$ cat src/rtl/tdm_slave_tx_pkg.sv
package tdm_slave_tx_pkg;

    localparam int SLOT_BITS   = 8;
    localparam int FRAME_SLOTS = 32;
    localparam int SIG_W       = 4;
    localparam int T1_CHANNELS = 24;
    localparam int FRAME_BITS  = FRAME_SLOTS * SLOT_BITS;
    localparam int POS_W       = $clog2(FRAME_BITS);
    localparam int TS_W        = $clog2(FRAME_SLOTS);
    localparam int BIT_W       = $clog2(SLOT_BITS);

    typedef logic [POS_W-1:0]     pos_t;
    typedef logic [TS_W-1:0]      ts_t;
    typedef logic [BIT_W-1:0]     bidx_t;
    typedef logic [SLOT_BITS-1:0] byte_t;

    typedef struct packed {
        logic  fs_fall;
        logic  tx_fall;
        logic  dbl;
        logic  late;
        logic  fs_low;
        logic  t1_map;
        bidx_t bit_ofs;
        ts_t   slot_ofs;
    } cfg_t;

    typedef struct packed {
        byte_t data;
        byte_t sig;
    } slot_word_t;

    // Frame position launched first after a recognised pulse.
    function automatic pos_t start_of(input ts_t slot_ofs, input bidx_t bit_ofs);
        int ofs;
        ofs = int'(slot_ofs) * SLOT_BITS + int'(bit_ofs);
        return pos_t'((FRAME_BITS - ofs) % FRAME_BITS);
    endfunction

endpackage

$ cat src/rtl/tdm_slave_tx_sync.sv
module tdm_slave_tx_sync #(
    parameter int W      = 2,
    parameter int STAGES = 2
) (
    input  logic         clk,
    input  logic         rst,
    input  logic [W-1:0] din,
    output logic [W-1:0] dout
);
    logic [STAGES-1:0][W-1:0] chain;

    for (genvar s = 0; s < STAGES; s++) begin : g_stage
        if (s == 0) begin : g_first
            always_ff @(posedge clk) begin
                if (rst) chain[s] <= '0;
                else     chain[s] <= din;
            end
        end else begin : g_rest
            always_ff @(posedge clk) begin
                if (rst) chain[s] <= '0;
                else     chain[s] <= chain[s-1];
            end
        end
    end

    assign dout = chain[STAGES-1];
endmodule

$ cat src/rtl/tdm_slave_tx_timing.sv
module tdm_slave_tx_timing
    import tdm_slave_tx_pkg::*;
(
    input  logic clk,
    input  logic rst,
    input  logic sclk_lvl,
    input  logic fs_lvl,
    input  logic fs_fall,
    input  logic tx_fall,
    input  logic dbl,
    input  logic late,
    input  logic fs_low,
    input  pos_t start_pos,
    output logic fs_hit,
    output logic tx_evt,
    output logic launch_evt,
    output pos_t launch_pos,
    output pos_t cur_pos
);
    logic sclk_d;
    logic fs_prev;
    logic ph;
    logic rise, fall, fs_evt, fs_act, ph_now;

    assign rise   = sclk_lvl & ~sclk_d;
    assign fall   = ~sclk_lvl & sclk_d;
    assign fs_evt = fs_fall ? fall : rise;
    assign tx_evt = tx_fall ? fall : rise;
    assign fs_act = fs_lvl ^ fs_low;
    assign fs_hit = fs_evt & fs_act & ~fs_prev;

    // Bit-period phase seen by the current launch-type edge.
    assign ph_now     = fs_hit ? 1'b0 : ph;
    assign launch_evt = tx_evt & (~dbl | (ph_now == late));
    assign launch_pos = fs_hit ? start_pos : cur_pos;

    always_ff @(posedge clk) begin
        if (rst) begin
            sclk_d  <= 1'b0;
            fs_prev <= 1'b0;
            ph      <= 1'b0;
            cur_pos <= '0;
        end else begin
            sclk_d <= sclk_lvl;
            if (fs_evt) fs_prev <= fs_act;
            if (launch_evt)  cur_pos <= pos_t'(launch_pos + 1'b1);
            else if (fs_hit) cur_pos <= start_pos;
            if (tx_evt)      ph <= ~ph_now;
            else if (fs_hit) ph <= 1'b0;
        end
    end
endmodule

$ cat src/rtl/tdm_slave_tx_slotmap.sv
module tdm_slave_tx_slotmap
    import tdm_slave_tx_pkg::*;
(
    input  logic             t1_map,
    input  logic             fbit,
    input  ts_t              ts,
    input  byte_t            rd_byte,
    input  logic [SIG_W-1:0] rd_sig,
    output ts_t              rd_slot,
    output slot_word_t       word
);
    localparam byte_t ONES = '1;

    always_comb begin
        rd_slot   = ts;
        word.data = rd_byte;
        word.sig  = {{(SLOT_BITS-SIG_W){1'b1}}, rd_sig};
        if (t1_map) begin
            if (ts == '0) begin
                word.data = {fbit, {(SLOT_BITS-1){1'b1}}};
                word.sig  = ONES;
            end else if (int'(ts) <= T1_CHANNELS) begin
                rd_slot = ts_t'(ts - 1'b1);
            end else begin
                word.data = ONES;
                word.sig  = ONES;
            end
        end
    end
endmodule

$ cat src/rtl/tdm_slave_tx.sv
module tdm_slave_tx
    import tdm_slave_tx_pkg::*;
#(
    parameter int SYNC_STAGES = 2
) (
    input  logic             clk,
    input  logic             rst,
    input  logic             sclk_in,
    input  logic             fsync_in,
    input  logic             cfg_fs_fall,
    input  logic             cfg_tx_fall,
    input  logic             cfg_dbl_rate,
    input  logic             cfg_late_half,
    input  logic             cfg_fs_low,
    input  logic             cfg_t1_map,
    input  logic [BIT_W-1:0] cfg_bit_ofs,
    input  logic [TS_W-1:0]  cfg_slot_ofs,
    input  logic             t1_fbit,
    input  logic [SLOT_BITS-1:0] rd_byte,
    input  logic [SIG_W-1:0] rd_sig,
    output logic [TS_W-1:0]  rd_slot,
    output logic             sd_out,
    output logic             sig_out
);
    cfg_t       cfg;
    logic [1:0] pins_sync;
    pos_t       start_pos, launch_pos, cur_pos;
    logic       fs_hit, tx_evt, launch_evt;
    slot_word_t word;
    bidx_t      bit_idx;

    assign cfg = '{fs_fall: cfg_fs_fall, tx_fall: cfg_tx_fall, dbl: cfg_dbl_rate,
                   late: cfg_late_half, fs_low: cfg_fs_low, t1_map: cfg_t1_map,
                   bit_ofs: cfg_bit_ofs, slot_ofs: cfg_slot_ofs};

    assign start_pos = start_of(cfg.slot_ofs, cfg.bit_ofs);

    tdm_slave_tx_sync #(.W(2), .STAGES(SYNC_STAGES)) u_sync (
        .clk  (clk),
        .rst  (rst),
        .din  ({fsync_in, sclk_in}),
        .dout (pins_sync)
    );

    tdm_slave_tx_timing u_timing (
        .clk        (clk),
        .rst        (rst),
        .sclk_lvl   (pins_sync[0]),
        .fs_lvl     (pins_sync[1]),
        .fs_fall    (cfg.fs_fall),
        .tx_fall    (cfg.tx_fall),
        .dbl        (cfg.dbl),
        .late       (cfg.late),
        .fs_low     (cfg.fs_low),
        .start_pos  (start_pos),
        .fs_hit     (fs_hit),
        .tx_evt     (tx_evt),
        .launch_evt (launch_evt),
        .launch_pos (launch_pos),
        .cur_pos    (cur_pos)
    );

    tdm_slave_tx_slotmap u_map (
        .t1_map  (cfg.t1_map),
        .fbit    (t1_fbit),
        .ts      (launch_pos[POS_W-1:BIT_W]),
        .rd_byte (rd_byte),
        .rd_sig  (rd_sig),
        .rd_slot (rd_slot),
        .word    (word)
    );

    assign bit_idx = launch_pos[BIT_W-1:0];

    // MSB first: bit index 0 selects the top bit of the slot byte.
    always_ff @(posedge clk) begin
        if (rst) begin
            sd_out  <= 1'b1;
            sig_out <= 1'b1;
        end else if (launch_evt) begin
            sd_out  <= word.data[~bit_idx];
            sig_out <= word.sig[~bit_idx];
        end
    end
endmodule

$ cat config.mk
export PLATFORM = sky130hd
export DESIGN_NAME = tdm_slave_tx
export DESIGN_NICKNAME = d
export VERILOG_FILES = /design/src/rtl/tdm_slave_tx_pkg.sv /design/src/rtl/tdm_slave_tx_sync.sv /design/src/rtl/tdm_slave_tx_timing.sv /design/src/rtl/tdm_slave_tx_slotmap.sv /design/src/rtl/tdm_slave_tx.sv
export SDC_FILE = /design/constraint.sdc
export NUM_CORES = 1
export LEC_CHECK = 0
export BUFFER_PORTS_ARGS = -buffer_cell sky130_fd_sc_hd__buf_4
export CORE_MARGIN = 1.5
export CORE_UTILIZATION = 53
export CTS_CLUSTER_DIAMETER = 60
export DETAILED_ROUTE_END_ITERATION = 16
export GPL_TIMING_DRIVEN = 1
export HOLD_SLACK_MARGIN = 0.08
export MAX_ROUTING_LAYER = met4
export PLACE_DENSITY = 0.77
export SYNTH_ARGS = -nofsm -noshare
export SYNTH_HDL_FRONTEND = slang
export SYNTH_SLANG_ARGS = --single-unit
$ cat constraint.sdc
create_clock -name clk -period 4.1 [get_ports clk]
set_input_delay 0.82 -clock clk [delete_from_list [all_inputs] [get_ports clk]]
set_output_delay 0.82 -clock clk [all_outputs]
set_load 0.005 [all_outputs]
# Word-level counts from Yosys, hierarchy flattened

Index checks and enable logic that the tools add are counted.
Widths: inputs -> output; s select.

Register bits after elaboration: 17
Bits of input ports: 31
Logic and storage cells: 45

Add/subtract/negate cells: 4
$lt $le $gt $ge: 2
Equal/unequal tests: 1
Mux-type cells: 16
Bitwise logic cells: 13
Reductions and logical operators: 1

Operators by type and width:

| operator            | number |
|---|---|
| $mux 16             | 3 |
| $mux 8              | 2 |
| $mux 5              | 3 |
| $add 8x1->8 const B | 1 |
| $add 8x3->8         | 1 |
| $sub 1x8->8 const A | 1 |
| $bmux 1 s3          | 2 |
| $mux 1              | 6 |
| $and 1x1->1         | 5 |
| $le 5x5->1 const B  | 1 |
| $logic_not 5->1     | 1 |
| $not 1->1           | 5 |
| $sub 5x1->5 const B | 1 |
| $lt 3x4->1 const B  | 1 |
| $not 3->3           | 1 |
| $eq 1x1->1          | 1 |
| $or 1x1->1          | 1 |
| $xor 1x1->1         | 1 |

# Depth between registers and ports, before layout

Depth after elaboration: 12
Mapped depth: 12

# Modules after synthesis

From an unflattened synthesis, not the netlist that was laid out.

Cells, all modules: 197
Area total of the unflattened synthesis: 1,757.9 um2

By module, submodules not included:

| module               | instances | cells each | area each (um2) |
|---|---|---|---|
| tdm_slave_tx_timing  | 1         | 86         | 814.5 |
| tdm_slave_tx         | 1         | 44         | 435.4 |
| tdm_slave_tx_slotmap | 1         | 57         | 387.9 |
| tdm_slave_tx_sync    | 1         | 10         | 120.1 |

# Worst setup path before layout

Ideal clock, no wire load.

Kind: in2out
From: in cfg_fs_fall
To: out rd_slot[1]
Arrival: 3,153 ps
Data required time: 3,280 ps
Slack: 127 ps
Stages: 10
Cell sequence: or3b_1 buf_2 a211o_1 buf_6 clkbuf_1 a21oi_1 ha_1 o211a_1 o211ai_1 mux2i_1

Cells in the longest elaborated chain, start to end: 8

Ends and longest elaborated chain:

| element                                          | line                                                   | text |
|---|---|---|
| start: declaration                               | tdm_slave_tx.sv:10                                     | `input logic cfg_fs_fall,` |
| $mux 1 (*)                                       | tdm_slave_tx_timing.sv:27                              | `assign fs_evt = fs_fall ? fall : rise;` |
| $and 1x1->1 (*) (2 in series)                    | tdm_slave_tx_timing.sv:30                              | `assign fs_hit = fs_evt & fs_act & ~fs_prev;` |
| $mux 8 (*)                                       | tdm_slave_tx_timing.sv:35                              | `assign launch_pos = fs_hit ? start_pos : cur_pos;` |
| $sub 5x1->5 / $le 5x5->1 (equally long branches) | tdm_slave_tx_slotmap.sv:23, tdm_slave_tx_slotmap.sv:22 |  |
| $mux 5                                           | tdm_slave_tx_slotmap.sv:22                             | `end else if (int'(ts) <= T1_CHANNELS) begin` |
| $mux 5                                           | tdm_slave_tx_slotmap.sv:19                             | `if (ts == '0) begin` |
| $mux 5 (*)                                       | tdm_slave_tx_slotmap.sv:18                             | `if (t1_map) begin` |
| end: declaration                                 | tdm_slave_tx.sv:21                                     | `output logic [TS_W-1:0] rd_slot,` |

Mark *: on every way between the ends. The rest lies on a longest branch, timed or not.

# Worst setup path in the final report

From: in cfg_bit_ofs[0]
To: out rd_slot[1]

Cells in the longest elaborated chain, start to end: 7

Ends and longest elaborated chain:

| element                                          | line                                                   | text |
|---|---|---|
| start: declaration                               | tdm_slave_tx.sv:16                                     | `input logic [BIT_W-1:0] cfg_bit_ofs,` |
| $add 8x3->8 (*)                                  | tdm_slave_tx_pkg.sv:36                                 | `ofs = int'(slot_ofs) * SLOT_BITS + int'(bit_ofs);` |
| $sub 1x8->8 (*)                                  | tdm_slave_tx_pkg.sv:37                                 | `return pos_t'((FRAME_BITS - ofs) % FRAME_BITS);` |
| $mux 8 (*)                                       | tdm_slave_tx_timing.sv:35                              |  |
| $sub 5x1->5 / $le 5x5->1 (equally long branches) | tdm_slave_tx_slotmap.sv:23, tdm_slave_tx_slotmap.sv:22 |  |
| $mux 5                                           | tdm_slave_tx_slotmap.sv:22                             |  |
| $mux 5                                           | tdm_slave_tx_slotmap.sv:19                             |  |
| $mux 5 (*)                                       | tdm_slave_tx_slotmap.sv:18                             |  |

Marked as above.

==> metrics.md <==
| Metric | Value |
|---|---|
| CTS resizes | 0 |
| Clk sinks | 17 |
| Top cells by count, synth | 17 x dfxtp_1, 15 x nor2_1, 12 x ha_1, 12 x inv_1, 12 x mux2i_1 |
| Synthesized area per cell | between 8 and 9 sq um |
| Largest net degree at the start of global routing | 20 |
| Setup TNS | 0 ns |
| Overall Power | about 0.42 mW |
| # DRC | 0 |
| Outcome | completed |
| CP Launch Point | cfg_bit_ofs[0] |
| Post-CTS Setup Inserts | 0 |
| Hold Violations, Final | 0 |
| GR Util All Layers | 0.250 |
| Top layer in use | met4 |
| Layout area overhead | 23.1% |
| Total CTS buffers | 3 |
| WL met1 | roughly 1500 um |
| Vias per inst | around 6 |
| Distinct cell type count after synthesis | 51 |
| Max-cap violations | 0 |
| Port Buf Inserts | 37 |
| FFs w/ async S/R, synth | 0 |
| Grt total ovfl | 0 |
| Final Slew Violations | 0 |
| CP bufs+invs | 4 |
| Netlist Area Pre-Place | between 1500 and 2000 sq um |
| Cell count along the critical path | 13 |
| Vias | 1510 |
| Synthesized flop and latch total | 17 |
| CP Launch Type | input port |
| Final ANT Viol Nets | 0 |
| Met2 WL | between 1500 and 2000 um |
| Critical path endpoint | rd_slot[1] |
| Synth area leaders | dfxtp_1 23%, ha_1 9.9%, mux2i_1 7.9% |
| CP max FO | 3 |
| DP HPWL | roughly 3000 um |
| Drt pass-1 iters | 4 |
| Worst reg2reg path startpoint | u_sync.dout[0]$_SDFF_PP0_ |
| Number of synthesized flops with an enable pin | 0 |
| CTS clk-pin slew, worst paths | 0.11 ns |
| Worst-margin pin slew | around 0.8 ns |
| Clk buf depth | 2 |
| Worst path top cell family by delay | simple AND/OR/NAND/NOR gates |
| FP Rows | 19 |
| Max Fclk | 0.252 GHz |
| Sequential area share after synthesis | 0.225 |
| Final setup vio count | 0 |
| Slowest stage cell, crit path | or3_1 |
| Area leader, netlist | dfxtp_1 |
| I/O pin count | 38 |
| Antenna violations before repair | 0 |
| Relative slew slack | 0.463 |
| Most frequent cell after synthesis | dfxtp_1 |
| Fin nets | approximately 260 |
| Peak VDD IR | about 0.27 mV |
| Die width | between 50 and 60 um |
| Layout cell share with drive strength beyond 1 | 0.253 |
| Static Leak | 0.846 nW |
| Routability-driven placement congestion ratio | just over 0.9 |
| Synth top area share | 0.225 |
| Cell Chain, Critical Path | buf_4, inv_1, ha_1, inv_1, ha_2, o21bai_1, and4_1, or3_1, a21bo_2, and2_1, o211ai_1, mux2i_1, buf_4 |
| Worst R2R End | u_timing.cur_pos[7]$_SDFF_PP0_ |
| Die area | ~3200 sq um |
| Hold crit path type | reg -> reg |
| # hold bufs at CTS | 0 |
| Power density over the cells | about 230 nW/um^2 |
| Synthesized instance count | between 150 and 200 |
| Clock H-tree levels | 1 |
| Global-route wire length before repair | approximately 6300 um |
| Final wirelength | around 3700 um |
| Arr. time, crit path | 3.14 ns |
| Initial DRC count | 60 |
| Syn nets | approximately 220 |
| Starting density of the core | 0.553 |
| DR WL met3 | around 240 um |
| Clock root buffer | clkbuf_4 |
| Crit. End Element | primary output |
| Fin crit share | 0.966 |
| Wire per inst | about 15 um |
| Chip height | ~56 um |
| Vias in the first global route | ~1500 |
| Req. time, crit path | 3.28 ns |
| Period minus WS final | between 3 and 4 ns |
| Primary FF master, synth | dfxtp_1 |
| Crit path kind | in -> out |
| Worst-skew pair later-pin latency | about 0.30 ns |
| FF-to-FF path depth | 8 |
| Syn. warnings | 0 |
| RSZ-0062 raised after global routing | no |
| CTS tree | yes |
| Slowest stage delay, CP | about 0.35 ns |
| Worst R2R Setup Slack | around 1.3 ns |
| Core Area | around 2700 sq um |
| Fin Clk Skew | 0.00353 ns |
| # diodes | 0 |
==> logic make-up after synthesis <==
group / after synthesis / synth area share
flops: 17 / 0.225
simple gates: 63 / 0.234
xor+xnor: 13 / 0.0753
compound gates: 39 / 0.204
mux: 15 / 0.104
fa+ha+maj: 12 / 0.0993
buf+inv: 19 / 0.0579
==> registers in the layout, indices dropped and copies added (netlist names) <==
signal            flops
u_sync.chain          2
u_sync.dout           2
sig_out               1
u_timing.ph           1
sd_out                1
u_timing.fs_prev      1
u_timing.sclk_d       1
u_timing.cur_pos      8
==> per-layer routing <==
layer | track usage | vias to the layer above
met5 | - | -
met4 | 0.0816 | 0
met3 | 0.0553 | 6
met2 | 0.434 | 56
met1 | 0.286 | 709
li1 | - | 739
==> final cells by class <==
| cell class | count | area [sq um] |
|---|---|---|
| clock buffer | 3 | 22.5 |
| clock inverter | 1 | 5.00 |
| fill | 227 | 873 |
| inverter | 12 | 45.0 |
| multi-input combinational | 142 | 1090 |
| sequential | 17 | 340 |
| tap | 31 | 38.8 |
| timing repair buffer | 42 | 315 |
==> worst min path at each step <==
stage                     cells past startpoint  slack, ns                         to                  startpoint
after CTS                                     1       0.46  u_sync.dout[0]$_SDFF_PP0_  u_sync.chain[0]$_SDFF_PP0_
final                                         1       0.46  u_sync.dout[0]$_SDFF_PP0_  u_sync.chain[0]$_SDFF_PP0_
after floorplan                               1       0.41  u_sync.dout[0]$_SDFF_PP0_  u_sync.chain[0]$_SDFF_PP0_
after detailed placement                      1       0.44  u_sync.dout[0]$_SDFF_PP0_  u_sync.chain[0]$_SDFF_PP0_
after global placement                        1       0.42  u_sync.dout[1]$_SDFF_PP0_  u_sync.chain[1]$_SDFF_PP0_
after global routing                          1       0.48  u_sync.dout[0]$_SDFF_PP0_  u_sync.chain[0]$_SDFF_PP0_
==> power by group <==
group | switching [mW] | total [mW] | internal, mW
combinational | 0.0745 | 0.150 | 0.0752
clock | 0.0582 | 0.0946 | 0.0364
sequential | 0.00339 | 0.174 | 0.171
==> stage by stage <==
stage / utilization / instance area (sq um) / std cells / setup slack (ns) / hold slack [ns]
4_1_cts: 0.677 / 1850 / 248 / 0.132 / 0.462
3_5_place_dp: 0.667 / 1820 / 244 / 0.159 / 0.437
3_3_place_gp: 0.667 / 1820 / 244 / 0.228 / 0.424
2_1_floorplan: - / 1510 / 178 / 0.127 / 0.414
5_1_grt: 0.681 / 1860 / 248 / 0.000785 / 0.476
6_report: 0.681 / 1860 / 248 / 0.139 / 0.457
==> placed cells by master, fill, tap and decap left out, types with 3 or more instances in the layout <==
| cell | count |
|---|---|
| nor2b_1 | 7 |
| dfxtp_1 | 17 |
| xnor2_1 | 7 |
| and4_1 | 3 |
| clkbuf_4 | 3 |
| nor3_1 | 6 |
| mux2i_1 | 12 |
| ha_1 | 11 |
| buf_4 | 42 |
| nand3b_1 | 3 |
| a21oi_1 | 9 |
| or3_1 | 4 |
| nand4_1 | 3 |
| o21ai_0 | 4 |
| xor2_1 | 6 |
| nand3_1 | 4 |
| nor2_1 | 15 |
| nand2_1 | 7 |
| inv_1 | 12 |
Power figures use the tool's default switching activity.
